### src/rtl/dmd_pkg.sv
package dmd_pkg;
  localparam int DEF_M_W      = 9;   // main counter setting width
  localparam int DEF_A_W      = 4;   // swallow count width
  localparam int DEF_DIV_LO   = 10;  // low modulus; high modulus is DIV_LO+1
  localparam int DEF_DIRECT_W = 7;   // M bits kept in direct-pin mode

  typedef enum logic {MOD_LO = 1'b0, MOD_HI = 1'b1} modulus_e;
endpackage

### src/rtl/dmd_cfg.sv
module dmd_cfg #(
  parameter int M_W      = dmd_pkg::DEF_M_W,
  parameter int A_W      = dmd_pkg::DEF_A_W,
  parameter int DIRECT_W = dmd_pkg::DEF_DIRECT_W
) (
  input  logic           clk,
  input  logic           rst,
  input  logic           load,
  input  logic [M_W-1:0] m_in,
  input  logic [A_W-1:0] a_in,
  input  logic           byp_in,
  input  logic           direct_in,
  output logic [A_W-1:0] a_next,
  output logic [M_W-1:0] m_q,
  output logic [A_W-1:0] a_q,
  output logic           byp_q
);
  localparam logic [M_W-1:0] KEEP_MASK = M_W'((1 << DIRECT_W) - 1);
  localparam int             EXT_W     = M_W + 1;

  logic [M_W-1:0] m_masked;
  logic [M_W-1:0] m_fix;
  logic [EXT_W-1:0] m_plus;
  logic [EXT_W-1:0] a_ext;

  // R7 mask, R5 zero fix, R6 clamp
  always_comb begin
    m_masked = direct_in ? (m_in & KEEP_MASK) : m_in;
    m_fix    = (m_masked == '0) ? M_W'(1) : m_masked;
    m_plus   = {1'b0, m_fix} + EXT_W'(1);
    a_ext    = EXT_W'(a_in);
    a_next   = (a_ext > m_plus) ? m_plus[A_W-1:0] : a_in;
  end

  always_ff @(posedge clk) begin
    if (rst || load) begin
      m_q   <= m_fix;
      a_q   <= a_next;
      byp_q <= byp_in;
    end
  end
endmodule

### src/rtl/dmd_prescaler.sv
module dmd_prescaler #(
  parameter int DIV_LO = dmd_pkg::DEF_DIV_LO
) (
  input  logic clk,
  input  logic rst,
  input  logic byp,
  input  dmd_pkg::modulus_e modulus,
  output logic tick
);
  localparam int PW = $clog2(DIV_LO + 1);

  logic [PW-1:0] pc;
  logic [PW-1:0] last;

  always_comb begin
    last = (modulus == dmd_pkg::MOD_HI) ? PW'(DIV_LO) : PW'(DIV_LO - 1);
    tick = byp || (pc == last);
  end

  always_ff @(posedge clk) begin
    if (rst || tick) pc <= '0;
    else             pc <= pc + PW'(1);
  end
endmodule

### src/rtl/dmd_swallow.sv
module dmd_swallow #(
  parameter int A_W = dmd_pkg::DEF_A_W
) (
  input  logic           clk,
  input  logic           rst,
  input  logic           load,
  input  logic           tick,
  input  logic [A_W-1:0] a_next,
  output dmd_pkg::modulus_e modulus,
  output logic [A_W-1:0] a_rem
);
  always_ff @(posedge clk) begin
    if (rst || load)             a_rem <= a_next;
    else if (tick && a_rem != '0) a_rem <= a_rem - A_W'(1);
  end

  assign modulus = (a_rem != '0) ? dmd_pkg::MOD_HI : dmd_pkg::MOD_LO;
endmodule

### src/rtl/dmd_main_cnt.sv
module dmd_main_cnt #(
  parameter int M_W = dmd_pkg::DEF_M_W
) (
  input  logic           clk,
  input  logic           rst,
  input  logic           tick,
  input  logic [M_W-1:0] m_q,
  output logic [M_W-1:0] mc,
  output logic           boundary
);
  assign boundary = tick && (mc == m_q);

  always_ff @(posedge clk) begin
    if (rst || boundary) mc <= '0;
    else if (tick)       mc <= mc + M_W'(1);
  end
endmodule

### src/rtl/dmd_divider.sv
module dmd_divider #(
  parameter int M_W      = dmd_pkg::DEF_M_W,
  parameter int A_W      = dmd_pkg::DEF_A_W,
  parameter int DIV_LO   = dmd_pkg::DEF_DIV_LO,
  parameter int DIRECT_W = dmd_pkg::DEF_DIRECT_W
) (
  input  logic           clk,
  input  logic           rst,
  input  logic [M_W-1:0] m_val,
  input  logic [A_W-1:0] a_val,
  input  logic           bypass,
  input  logic           direct_mode,
  output logic           div_out,
  output logic           mod_sel
);
  logic [A_W-1:0] a_next;
  logic [M_W-1:0] m_q;
  logic [A_W-1:0] a_q;
  logic           byp_q;
  logic [A_W-1:0] a_rem;
  logic [M_W-1:0] mc;
  logic           tick;
  logic           boundary;
  dmd_pkg::modulus_e modulus;

  dmd_cfg #(.M_W(M_W), .A_W(A_W), .DIRECT_W(DIRECT_W)) u_cfg (
    .clk(clk), .rst(rst), .load(boundary),
    .m_in(m_val), .a_in(a_val), .byp_in(bypass), .direct_in(direct_mode),
    .a_next(a_next), .m_q(m_q), .a_q(a_q), .byp_q(byp_q)
  );

  dmd_prescaler #(.DIV_LO(DIV_LO)) u_pre (
    .clk(clk), .rst(rst), .byp(byp_q), .modulus(modulus), .tick(tick)
  );

  dmd_swallow #(.A_W(A_W)) u_swl (
    .clk(clk), .rst(rst), .load(boundary), .tick(tick),
    .a_next(a_next), .modulus(modulus), .a_rem(a_rem)
  );

  dmd_main_cnt #(.M_W(M_W)) u_main (
    .clk(clk), .rst(rst), .tick(tick), .m_q(m_q),
    .mc(mc), .boundary(boundary)
  );

  always_ff @(posedge clk) begin
    if (rst) div_out <= 1'b0;
    else     div_out <= boundary;
  end

  assign mod_sel = (modulus == dmd_pkg::MOD_HI) && !byp_q;
endmodule

### config.mk
export PLATFORM = sky130hd
export DESIGN_NAME = dmd_divider
export DESIGN_NICKNAME = d
export VERILOG_FILES = /design/src/rtl/dmd_pkg.sv /design/src/rtl/dmd_cfg.sv /design/src/rtl/dmd_prescaler.sv /design/src/rtl/dmd_swallow.sv /design/src/rtl/dmd_main_cnt.sv /design/src/rtl/dmd_divider.sv
export SDC_FILE = /design/constraint.sdc
export NUM_CORES = 1
export LEC_CHECK = 0
export ABC_AREA = 1
export BUFFER_PORTS_ARGS = -buffer_cell sky130_fd_sc_hd__buf_4
export CAP_MARGIN = 20
export CORE_AREA = 2 2 81 83
export CTS_CLUSTER_DIAMETER = 40
export DETAILED_ROUTE_END_ITERATION = 10
export DIE_AREA = 0 0 83 85
export GPL_ROUTABILITY_DRIVEN = 0
export PLACE_DENSITY = 0.47
export SLEW_MARGIN = 20
export SYNTH_ARGS = -nofsm -noshare
export SYNTH_HDL_FRONTEND = slang
export SYNTH_SLANG_ARGS = --single-unit
### constraint.sdc
create_clock -name clk -period 3.3 [get_ports clk]
set_input_delay 0.495 -clock clk [delete_from_list [all_inputs] [get_ports clk]]
set_output_delay 0.495 -clock clk [all_outputs]
set_load 0.03 [all_outputs]
==> flow_summary.yaml <==
global_route:
  antenna_found_initial: 0
  grt.overflow.total: 0
  first_global_vias: 1433
  grt_pass1_wl_um: 6065
  grtUsageTotal: 0.1041
  grt_start_max_net_pins: 24
power:
  irDropWorstVdd_mv: 0.1350
  power_density_nw_per_um2: 349.5
  p_leak_nw: 0.9948
clock_tree:
  clock-sinks: 28
  clkLatencyLatePin_ns: 0.28
  cts_root_buffer: "clkbuf_8"
  postCtsSetupRepairBufs: 0
  cts_resized: 0
  numCtsBuffers: 3
  holdBufCountCts: 0
  cts_tree: "yes"
  clk_path_buf_depth: 2
  path_clk_slew_ns: 0.09
  htreeDepth: 1
final_layout:
  diodes: 0
  regArea_um2: 700.7
  nets: 299
  multiInputGateArea_um2: 875.8
  drive_above_1_share: 0.1314
  syn2layout_area_growth_pct: 12.43
  post-route-cell-area_um2: 2048
  fillers: 669
route:
  via_per_inst: 4.140
  wirelength_um: 3330
  drt_first_iter_violations: 51
  vias: 1453
  ant_nets: 0
  first_pass_iters: 4
  drcViolationCount: 0
  wl_per_cell_um: 9.487
critical_path:
  critPathKind: "in -> reg"
  worstSetupStartpointType: "input port"
  cp.arrival_ns: 2.23
  crit_fanout: 4
  crit_required_ns: 3.34
  critPathCaptureType: "flop"
timing:
  skew_ns: 0.008169
  whs_ns: 0.3740
  tns_ns: 0
  period_minus_slack_ns: 2.190
  worst_slew_pin_slew_ns: 0.4739
  hold_viol: 0
  final-max-slew-violation-count: 0
  max_freq_mhz: 456.6
  max-slew-margin-rel: 0.6827
  rsz0062_at_grt: "false"
  setup_viol: 0
  fin_crit_sh: 0.6636
die:
  die_x_um: 83
  ioPinCount: 19
  coreArea_um2: 6205
  dieArea_um2: 7055
  initial_core_util: 0.2936
  die_h_um: 85
  fp-row-count: 29
hold_path:
  hp-class: "in -> reg"
place:
  dpl-instance-area_um2: 2003
  port_buffers: 18
  post-dp-hpwl_um: 2651
synth:
  syn-num-nets: 284
  syn_area_per_cell_um2: 7.007
  syn_area_um2: 1822
  yosys_warnings: 0
  async_reset_ff_frac: 0
  synth_edf_count: 14
  syn_inst: 260
  synthFlopType: "edfxtp_1"
  seq_area_frac_synth: 0.3846
  synth_seq_cells: 28
  netlist-cell-type-count: 26
job:
  max-cap-violations: 0
run_status:
  status: "completed"
==> where the power goes <==
| group | internal, mW | switching, mW |
|---|---|---|
| registers | 0.388 | 0.0132 |
| logic | 0.0519 | 0.0724 |
| clock network | 0.0836 | 0.107 |
| total | 0.523 | 0.192 |
==> cell families after synthesis <==
logic type / Yosys count / synth area share
AO/OA/AOI/OAI: 11 / 0.03160
XOR/XNOR: 12 / 0.05769
flip-flops: 28 / 0.3846
buffers and inverters: 60 / 0.1346
AND/OR/NAND/NOR: 142 / 0.3434
adder cells (fa/ha/maj): 7 / 0.04807
==> per-stage QoR <==
stage               total power [mW]  utilization  setup WS (ns)  cells
floorplan                     0.4996            -          1.126    260
global placement              0.5363       0.3228         0.8291    347
detailed placement            0.5360       0.3228         0.8070    347
CTS                           0.7296       0.3301          1.105    351
global route                  0.7691       0.3301         0.7864    351
finish                        0.7158       0.3301          1.110    351
==> routing by layer <==
| layer | vias up | wire (um) | global-route usage |
|---|---|---|---|
| li1 | 808 | - | - |
| met4 | 0 | 82 | 0.05365 |
| met5 | - | 0 | 0 |
| met3 | 7 | 76 | 0.006809 |
| met2 | 27 | 1669 | 0.1943 |
| met1 | 611 | 1501 | 0.1197 |
==> registers in the layout, summed over array words and instances, names as in the netlist <==
register / flops
u_cfg.byp_q: 1
div_out: 1
u_main.mc: 9
u_pre.pc: 4
u_cfg.m_q: 9
u_swl.a_rem: 4
==> path summary, 6_finish.rpt <==
path                   from             end  slack (ns)  depth (start not counted)
max                m_val[0]  u_swl.a_rem[1]        1.11                         15
min                     rst         div_out        0.37                          2
max reg2reg  u_swl.a_rem[0]  u_swl.a_rem[1]        1.20                          8
min reg2reg     u_pre.pc[0]     u_pre.pc[0]        0.49                          1
==> synth_stat cells, drive strengths merged, types with 3 or more instances <==
cell | count | share of area
edfxtp | 14 | 0.23
xor2 | 8 | 0.038
inv | 52 | 0.11
dfxtp | 14 | 0.15
nand3 | 16 | 0.051
nand4 | 3 | 0.010
clkbuf | 6 | 0.012
xnor2 | 4 | 0.019
nor2 | 31 | 0.078
nand2 | 85 | 0.18
o21ai | 8 | 0.022
ha | 7 | 0.048
==> cells in the final DEF, fill, tap and decap left out <==
cell type and instances:
a21oi_1 2, o21ai_0 8, or2_0 1, nor2_1 21
nand2_1 83, or2_2 1, inv_2 1, xnor2_1 4
nand3b_1 2, clkinv_1 1, edfxtp_1 14, nor2_2 10
buf_4 18, inv_1 51, dfxtp_1 14, nor3_1 2
ha_1 7, clkbuf_8 3, o211ai_1 1, nand3_1 15
nand2_4 1, nand3_4 1, xor2_1 8, nand4_1 3
and2_1 1, nand2_2 1
==> worst max-delay path: stages <==
cell and delay [ns]:
buf_4 0.12, or2_2 0.30, nor2_1 0.15, nand2_1 0.07
nand2_1 0.09, inv_1 0.05, ha_1 0.28, nand2_1 0.08
o21ai_0 0.07, nor2_1 0.14, nand3_1 0.14, nand2_1 0.10
nand2_1 0.05, nand2_1 0.05, nand2_1 0.05
==> final cells by class <==
cell class,instances,area share
Multi-Input combinational cell,172,0.4276
Sequential cell,28,0.3421
Inverter,52,0.09530
Timing Repair Buffer,18,0.06597
Tap cell,77,0.04704
Clock buffer,3,0.02016
Clock inverter,1,0.001833
No activity file was read; power rests on OpenSTA's default activity.
